[src/rtl/gpio_lirq_pkg.sv]
package gpio_lirq_pkg;

  // Kind of register hit by the current bus address.
  typedef enum logic [1:0] {
    KIND_NONE  = 2'd0,
    KIND_INPUT = 2'd1,
    KIND_LATCH = 2'd2
  } reg_kind_e;

  // Default base addresses; port p sits at base + p.
  localparam logic [7:0] DEF_IN_BASE  = 8'h00;
  localparam logic [7:0] DEF_LEN_BASE = 8'h44;

endpackage

[src/rtl/gpio_lirq_rst_sync.sv]
module gpio_lirq_rst_sync (
  input  logic clk,
  input  logic rst_n,
  output logic rst_lcl_n
);

  logic [1:0] rs_q;

  always_ff @(posedge clk or negedge rst_n) begin
    if (!rst_n) begin
      rs_q <= 2'b00;
    end else begin
      rs_q <= {rs_q[0], 1'b1};
    end
  end

  assign rst_lcl_n = rs_q[1];

endmodule

[src/rtl/gpio_lirq_sync.sv]
module gpio_lirq_sync #(
  parameter int W      = 16,
  parameter int STAGES = 2
) (
  input  logic         clk,
  input  logic         rst_n,
  input  logic [W-1:0] d,
  output logic [W-1:0] q
);

  logic [W-1:0] stage_q [STAGES];
  logic [W-1:0] stage_d [STAGES];

  always_comb begin
    stage_d[0] = d;
    for (int k = 1; k < STAGES; k++) begin
      stage_d[k] = stage_q[k-1];
    end
  end

  always_ff @(posedge clk or negedge rst_n) begin
    if (!rst_n) begin
      for (int k = 0; k < STAGES; k++) begin
        stage_q[k] <= '0;
      end
    end else begin
      for (int k = 0; k < STAGES; k++) begin
        stage_q[k] <= stage_d[k];
      end
    end
  end

  assign q = stage_q[STAGES-1];

endmodule

[src/rtl/gpio_lirq_port.sv]
module gpio_lirq_port #(
  parameter int W = 8
) (
  input  logic         clk,
  input  logic         rst_n,
  input  logic         init,     // warm-up: follow live levels, nothing pending
  input  logic [W-1:0] lat_en,   // 1 = latched mode
  input  logic [W-1:0] live,     // synchronized pin levels
  input  logic         rd_clr,   // read of this port's input register
  output logic [W-1:0] view,     // value returned by a read
  output logic         pend      // any pin of this port pending
);

  logic [W-1:0] snap_q, snap_d;  // levels at last read
  logic [W-1:0] held_q, held_d;  // capture holding
  logic [W-1:0] hval_q, hval_d;  // captured level
  logic [W-1:0] diff;
  logic [W-1:0] cap;
  logic [W-1:0] show_held;

  assign diff = live ^ snap_q;

  always_comb begin
    snap_d = snap_q;
    held_d = held_q;
    hval_d = hval_q;
    cap    = '0;
    if (init) begin
      snap_d = live;
      held_d = '0;
      hval_d = live;
    end else if (rd_clr) begin
      snap_d = live;
      held_d = '0;
    end else begin
      cap    = lat_en & ~held_q & diff;
      held_d = held_q | cap;
      hval_d = (hval_q & ~cap) | (live & cap);
    end
  end

  always_ff @(posedge clk or negedge rst_n) begin
    if (!rst_n) begin
      snap_q <= '0;
      held_q <= '0;
      hval_q <= '0;
    end else begin
      snap_q <= snap_d;
      held_q <= held_d;
      hval_q <= hval_d;
    end
  end

  assign show_held = lat_en & held_q;
  assign view      = (show_held & hval_q) | (~show_held & live);
  assign pend      = !init && (|(held_q | (~lat_en & diff)));


  held_kept_chk: assert property (@(posedge clk) disable iff (!rst_n)
    (!rd_clr && !init) |=> ((held_q & $past(held_q)) == $past(held_q)));


  clr_empty_chk: assert property (@(posedge clk) disable iff (!rst_n)
    rd_clr |=> (held_q == '0));

endmodule

[src/rtl/gpio_lirq_top.sv]
module gpio_lirq_top
  import gpio_lirq_pkg::*;
#(
  parameter int         PORT_W      = 8,
  parameter int         NUM_PORTS   = 2,
  parameter int         ADDR_W      = 8,
  parameter int         SYNC_STAGES = 2,
  parameter logic [7:0] IN_BASE     = DEF_IN_BASE,
  parameter logic [7:0] LEN_BASE    = DEF_LEN_BASE
) (
  input  logic                          clk,
  input  logic                          rst_n,
  input  logic [PORT_W*NUM_PORTS-1:0]   pin_in,
  input  logic [ADDR_W-1:0]             bus_addr,
  input  logic                          bus_wr,
  input  logic                          bus_rd,
  input  logic [PORT_W-1:0]             bus_wdata,
  output logic [PORT_W-1:0]             bus_rdata,
  output logic                          irq_n
);

  localparam int PIN_W    = PORT_W * NUM_PORTS;
  localparam int PIDX_W   = (NUM_PORTS > 1) ? $clog2(NUM_PORTS) : 1;
  localparam int INIT_LEN = SYNC_STAGES + 1;
  localparam int ICNT_W   = $clog2(INIT_LEN + 1);

  logic                rst_lcl_n;
  logic [PIN_W-1:0]    pin_sync;
  logic [ICNT_W-1:0]   icnt_q, icnt_d;
  logic                init;
  reg_kind_e           kind;
  logic [PIDX_W-1:0]   kidx;
  logic [PORT_W-1:0]   lat_q   [NUM_PORTS];
  logic [PORT_W-1:0]   view_p  [NUM_PORTS];
  logic [NUM_PORTS-1:0] pend_p;
  logic [NUM_PORTS-1:0] rd_clr;
  logic [NUM_PORTS-1:0] lat_we;
  logic [PORT_W-1:0]   rdata_q, rdata_d;
  logic                irq_n_q, irq_n_d;

  gpio_lirq_rst_sync u_rst (
    .clk       (clk),
    .rst_n     (rst_n),
    .rst_lcl_n (rst_lcl_n)
  );

  gpio_lirq_sync #(.W(PIN_W), .STAGES(SYNC_STAGES)) u_sync (
    .clk   (clk),
    .rst_n (rst_lcl_n),
    .d     (pin_in),
    .q     (pin_sync)
  );

  // Warm-up counter: snapshot follows the synchronizer until it holds real levels.
  assign init = (icnt_q != ICNT_W'(INIT_LEN));

  always_comb begin
    icnt_d = icnt_q;
    if (init) begin
      icnt_d = icnt_q + 1'b1;
    end
  end

  always_ff @(posedge clk or negedge rst_lcl_n) begin
    if (!rst_lcl_n) begin
      icnt_q <= '0;
    end else begin
      icnt_q <= icnt_d;
    end
  end

  // Address decode
  always_comb begin
    kind = KIND_NONE;
    kidx = '0;
    for (int p = 0; p < NUM_PORTS; p++) begin
      if (bus_addr == ADDR_W'(IN_BASE) + ADDR_W'(p)) begin
        kind = KIND_INPUT;
        kidx = PIDX_W'(p);
      end
      if (bus_addr == ADDR_W'(LEN_BASE) + ADDR_W'(p)) begin
        kind = KIND_LATCH;
        kidx = PIDX_W'(p);
      end
    end
  end

  // Per-port latch-mode registers and tracking
  for (genvar p = 0; p < NUM_PORTS; p++) begin : g_port
    assign rd_clr[p] = bus_rd && (kind == KIND_INPUT) && (kidx == PIDX_W'(p));
    assign lat_we[p] = bus_wr && (kind == KIND_LATCH) && (kidx == PIDX_W'(p));

    always_ff @(posedge clk or negedge rst_lcl_n) begin
      if (!rst_lcl_n) begin
        lat_q[p] <= '0;
      end else if (lat_we[p]) begin
        lat_q[p] <= bus_wdata;
      end
    end

    gpio_lirq_port #(.W(PORT_W)) u_port (
      .clk    (clk),
      .rst_n  (rst_lcl_n),
      .init   (init),
      .lat_en (lat_q[p]),
      .live   (pin_sync[p*PORT_W +: PORT_W]),
      .rd_clr (rd_clr[p]),
      .view   (view_p[p]),
      .pend   (pend_p[p])
    );
  end

  // Read data and interrupt
  always_comb begin
    rdata_d = '0;
    case (kind)
      KIND_INPUT: rdata_d = view_p[kidx];
      KIND_LATCH: rdata_d = lat_q[kidx];
      default:    rdata_d = '0;
    endcase
    irq_n_d = ~(|pend_p);
  end

  always_ff @(posedge clk or negedge rst_lcl_n) begin
    if (!rst_lcl_n) begin
      rdata_q <= '0;
      irq_n_q <= 1'b1;
    end else begin
      if (bus_rd) begin
        rdata_q <= rdata_d;
      end
      irq_n_q <= irq_n_d;
    end
  end

  assign bus_rdata = rdata_q;
  assign irq_n     = irq_n_q;


  irq_quiet_init_chk: assert property (@(posedge clk) disable iff (!rst_lcl_n)
    init |=> irq_n);


  lat_wr_chk: assert property (@(posedge clk) disable iff (!rst_lcl_n)
    (bus_wr && bus_addr == ADDR_W'(LEN_BASE)) |=> (lat_q[0] == $past(bus_wdata)));


  unmapped_rd_chk: assert property (@(posedge clk) disable iff (!rst_lcl_n)
    (bus_rd && kind == KIND_NONE) |=> (bus_rdata == '0));

endmodule

[config.mk]
export PLATFORM = sky130hd
export DESIGN_NAME = gpio_lirq_top
export DESIGN_NICKNAME = d
export VERILOG_FILES = /design/src/rtl/gpio_lirq_pkg.sv /design/src/rtl/gpio_lirq_rst_sync.sv /design/src/rtl/gpio_lirq_sync.sv /design/src/rtl/gpio_lirq_port.sv /design/src/rtl/gpio_lirq_top.sv
export SDC_FILE = /design/constraint.sdc
export NUM_CORES = 1
export LEC_CHECK = 0
export BUFFER_PORTS_ARGS = -buffer_cell sky130_fd_sc_hd__buf_2
export CAP_MARGIN = 20
export CORE_ASPECT_RATIO = 1.2
export CORE_MARGIN = 1.5
export CORE_UTILIZATION = 55
export DETAILED_ROUTE_END_ITERATION = 8
export PLACE_DENSITY = 0.75
export SLEW_MARGIN = 10
export SYNTH_ARGS = -nofsm -noshare
export SYNTH_HDL_FRONTEND = slang
export SYNTH_HIERARCHICAL = 1
export SYNTH_SLANG_ARGS = --single-unit
[constraint.sdc]
create_clock -name clk -period 4.2 [get_ports clk]
set_input_delay 0.84 -clock clk [delete_from_list [all_inputs] [get_ports clk]]
set_output_delay 0.84 -clock clk [all_outputs]
set_load 0.05 [all_outputs]
# After elaboration in Yosys (flattened, before gate mapping)
# Index checks and enable logic that the tools add are counted.
# op_classes
n_bitwise	37
n_mux	25
n_eq_ne	8
order_cmp	1
reduce_logical	15
add_sub_neg	1
# op_table
cell	n
8-bit 2-to-1 mux	18
8-bit AND	16
8-bit NOT	8
8-bit OR	8
8-bit by 7-bit == test with 1-bit output, second input constant	2
8-bit case mux with 2 select lines	1
8-bit OR reduction	2
8-bit XOR	2
8-bit by 1-bit == test with 1-bit output, second input constant	1
1-bit logical AND	8
8-bit logical NOT	1
2-bit 2-to-1 mux	3
2-bit by 1-bit inequality test with 1-bit output, second input constant	2
2-bit nonzero test	2
1-bit 2-to-1 mux	3
2-bit by 1-bit adder with 2-bit output, second input constant	1
2-bit by 1-bit == test with 1-bit output, second input constant	1
2-bit == test, second input constant	1
2-bit >= comparator, second input constant	1
2-bit inequality test, second input constant	1
1-bit NOT	2
1-bit NOT with 2-bit output	1
2-bit OR reduction	1
1-bit logical NOT	1
# word_totals
ff_bits	109
out_inout_bits	9
input_bits	36

# Depth between registers and ports, before layout
# logic_depth
word_depth	10
ltp_mapped	15
mapped_depth_nobuf	10

# Hierarchy
# Netlist, hierarchy kept.
# by_module_without_submodules
mod	n_inst	seq_area_each_um2	cells_per_inst	area_each_um2
gpio_lirq_port	2	600.6	159	1328.8
gpio_lirq_top	1	676.9	125	1473.9
gpio_lirq_sync	1	800.8	32	800.8
gpio_lirq_rst_sync	1	50.0	3	53.8

# Least setup slack after synthesis
# No wires, ideal clock.
# synth_timing
path_kind	input-to-reg
from	in bus_addr[5]
to	reg with a tool-made name
cell_stages	14
setup_time_ns	0.065
slack_ns	0.648
t_required_ns	4.135
arrival_time_ns	3.487
path_cell_list	or2_2 > or4_2 > nor3_1 > ha_1 > clkbuf_1 > clkbuf_1 > nand2_1 > nor4_1 > buf_2 > buf_2 > nor2_1 > a31oi_1 > o21ai_0 > nand2_1
# synth_rtl
element	line	source
from (decl)	gpio_lirq_top.sv:14	input logic [ADDR_W-1:0] bus_addr,

# Worst setup path in the final report
# layout_timing
from	in bus_addr[5]
to	reg rdata_q[1] (netlist: bus_rdata[1])
# layout_via
elab_chain_cells	8
# layout_lines
element	line	source
8-bit by 1-bit == test with 1-bit output	gpio_lirq_top.sv:77	if (bus_addr == ADDR_W'(IN_BASE) + ADDR_W'(p)) begin
1-bit 2-to-1 mux	gpio_lirq_top.sv:77	
1-bit 2-to-1 mux	gpio_lirq_top.sv:81	if (bus_addr == ADDR_W'(LEN_BASE) + ADDR_W'(p)) begin
1-bit NOT with 2-bit output (not written as such)	gpio_lirq_top.sv:117, gpio_lirq_top.sv:118	
8-bit 2-to-1 mux (on tied branches) (3 in a row)	gpio_lirq_top.sv:118, gpio_lirq_top.sv:117	
8-bit case mux with 2 select lines (*)	gpio_lirq_top.sv:116	case (kind)
to (signal assigned)	gpio_lirq_top.sv:130	rdata_q <= rdata_d;
to (decl)	gpio_lirq_top.sv:38	logic [PORT_W-1:0] rdata_q, rdata_d;
# Mark *: on every way between the ends. The rest lies on a longest branch, timed or not. The select of a mux whose other input is x is not followed.
# A chain may end at the register's enable or synchronous reset.

==> impl_metrics.yaml <==
floorplan:
  die_x_um: 89.9
  dieArea_mm2: 0.00965
  core.rowCount: 37
  core_area_mm2: 0.00870
  start_util_pct: 57.3
  io_pins: 45
  die_height_um: 107
timing:
  finalMaxSlewViolations: 0
  slew_headroom_pct: 34.7
  finalSetupTns_ps: 0
  finalHoldViolations: 0
  final.hold.worst_slack_ps: 232
  layout_worst_path_cycle_share_pct: 82.5
  min_cycle_time_layout_ps: 3460
  worst-slew-pin-transition_ps: 977
  clock-skew-final_ps: 12.4
  rsz0062_at_grt: "no"
  setup_violations_final: 0
  fmax_mhz: 289
final_layout:
  antenna-diode-count: 0
  most-common-layout-cells: "dfrtp_1 (107), nand2_1 (82), buf_2 (44)"
  stdcell_count: 641
  final_util_pct: 63.2
  final_layout_size_suffix_gt1_share_pct: 20.4
  areaGrowthSynthToFinish_pct: 10.3
  layout.cells.most_common: "dfrtp_1"
  nets: 559
  final.fill_count: 740
grt:
  grt_pass1_vias: 3635
  overflow: 0
  grt_pass1_wl_um: 17700
  pin_count_of_the_biggest_net_entering_global_routing: 77
  grt_util_all_layers_pct: 23.6
  initial_antenna_violation_count: 0
setup_path:
  critical_path_required_ps: 4500
  crit_path_start_kind: "input port"
  critPathArrivalTime_ps: 3770
  cp-end-kind: "flop"
  worst-path-max-fanout: 16
  path_class: "input port to flop"
route:
  first_iter_violations: 299
  route.vias.total: 3792
  drt_first_pass_iters: 5
  drt-wirelength-per-cell_um: 16.7
  routed_via_density: 5.92
  remaining_drc_errors: 0
  routed_wirelength_um: 10700
  antenna_left: 0
synth:
  yosys.cell_types.count: 41
  yosys_warnings: 6
  seq_area_frac_synth_pct: 54.7
  postSynthRegisterBits: 109
  avg_synthesized_cell_area_um2: 10.4
  synth-edff-count: 0
  async_reset_ff_share_pct: 100
  synthCells: 478
  syn-cell-area_mm2: 0.00499
  synthesis.nets: 517
  postSynth.topFlopCell: "dfrtp_1"
status:
  status: "finished, final reports clean"
power:
  power.combinational.fraction_pct: 10.8
  power.clock.fraction_pct: 28.5
  power.density_mw_per_mm2: 389
  internal_mw: 1.55
  pwr-share-seq_pct: 60.8
  net-switching-power_mw: 0.591
  irDropWorstVdd_mv: 0.234
  power.total_mw: 2.14
  static-leakage-power_nw: 2.37
  netSwitchingFraction_pct: 27.6
clocking:
  htree_num_levels: 3
  cts_resized: 0
  path_clk_slew_ps: 100
  clock_tree_from_tritoncts: "done"
  post-cts-setup-buffer-count: 0
  cts_hold_repair.buffers: 0
  clock_tree.buffer_depth: 2
  cts_sinks: 109
  cts_root_buffer: "clkbuf_8"
  numCtsBuffers: 9
  worst_skew_pair.late_latency_ps: 380
placement:
  placement.io_buffers: 44
  hpwl_um: 7440
  final_replace_weighted_congestion: 0.914
  place_inst: 626
run:
  timing.max_cap.violations: 0
hold_path:
  min_path_type: "input port to asynchronous set/reset pin"
## logic make-up after synthesis
logic type               after synthesis  share of synthesized area, %
other                                  1                        0.0752
buffers and inverters                 43                          3.71
XOR/XNOR                              19                          3.34
adder cells (fa/ha/maj)                3                         0.753
AO/OA/AOI/OAI                        116                          15.6
AND/OR/NAND/NOR                      154                          14.3
flip-flops                           109                          54.7
multiplexers                          33                          7.45
## cell type report
type,count,area (µm²),share of cell area [%]
clock buffer,11,131,2.39
clock inverter,4,50.0,0.910
inverter,23,86.3,1.57
multi-input combinational,326,2080,37.8
sequential,109,2730,49.7
tap,117,146,2.66
timing repair buffer,51,273,4.96
## worst max-delay path: stages
cell and delay [ps]:
buf_2 100, or2_2 410, or4_2 590, or3_1 330, ha_1 280, nor2b_1 750
a2111oi_0 280, o22ai_1 180
## cells in the mapped netlist (2+ instances only)
cell type	instances	share of area [%]
xor2_1	15	2.6
nand2_1	82	6.2
a222oi_1	2	0.40
nor2_1	32	2.4
nor4_1	18	2.3
a2111oi_0	8	1.4
a22o_1	16	2.8
dfrtp_1	108	54
a21oi_1	14	1.4
buf_2	10	1.0
ha_1	3	0.75
nor2_2	2	0.25
nor4b_1	4	0.70
o211ai_1	2	0.30
or2_1	2	0.25
a22oi_1	4	0.60
o22ai_1	8	1.0
nand3_1	3	0.30
inv_1	23	1.7
o21ai_0	32	3.2
mux2_2	33	7.5
clkbuf_1	8	0.60
xnor2_1	4	0.70
nor2b_1	3	0.38
o21ba_1	2	0.40
o21a_1	2	0.30
a31oi_1	17	2.1
a32oi_1	8	1.4
## power by group through the flow
| stage | logic (mW) | clock network (mW) | registers [mW] |
|---|---|---|---|
| 3_3_place_gp | 0.220 | 0 | 1.31 |
| 2_1_floorplan | 0.163 | 0 | 1.29 |
| 6_report | 0.230 | 0.608 | 1.30 |
| 3_5_place_dp | 0.230 | 0 | 1.32 |
| 4_1_cts | 0.231 | 0.628 | 1.30 |
| 5_1_grt | 0.262 | 0.667 | 1.32 |
## metal layers
| layer | track usage (%) | vias up | share of wire [%] |
|---|---|---|---|
| li1 | - | 1782 | - |
| met2 | 38.7 | 112 | 50 |
| met5 | 0 | - | 0 |
| met3 | 2.90 | 22 | 3.5 |
| met1 | 30.1 | 1876 | 43 |
| met4 | 14.4 | 0 | 3.2 |
## through the flow
step                setup WS (ps)  area [µm²]
detailed placement            364        5320
global route                  556        5500
finish                        735        5500
CTS                           768        5500
floorplan                     648        4990
global placement              524        5320
## worst paths after layout
kind                                    startpoint                         end  slack, ps  cells past startpoint
worst max-delay path                   bus_addr[5]                bus_rdata[1]        740                      8
worst min register to register  u_sync/stage_d[10]                u_sync/q[10]        350                      0
min in group clk                u_sync/stage_d[10]                u_sync/q[10]        350                      0
worst min-delay path                         rst_n               u_rst/rs_q[0]        230                      1
max in group asynchronous            u_rst/rs_q[1]                       irq_n       2750                      1
worst max register to register           icnt_q[0]  g_port[0].u_port/snap_q[6]       1940                      6
(Power assumes the default switching activity.)
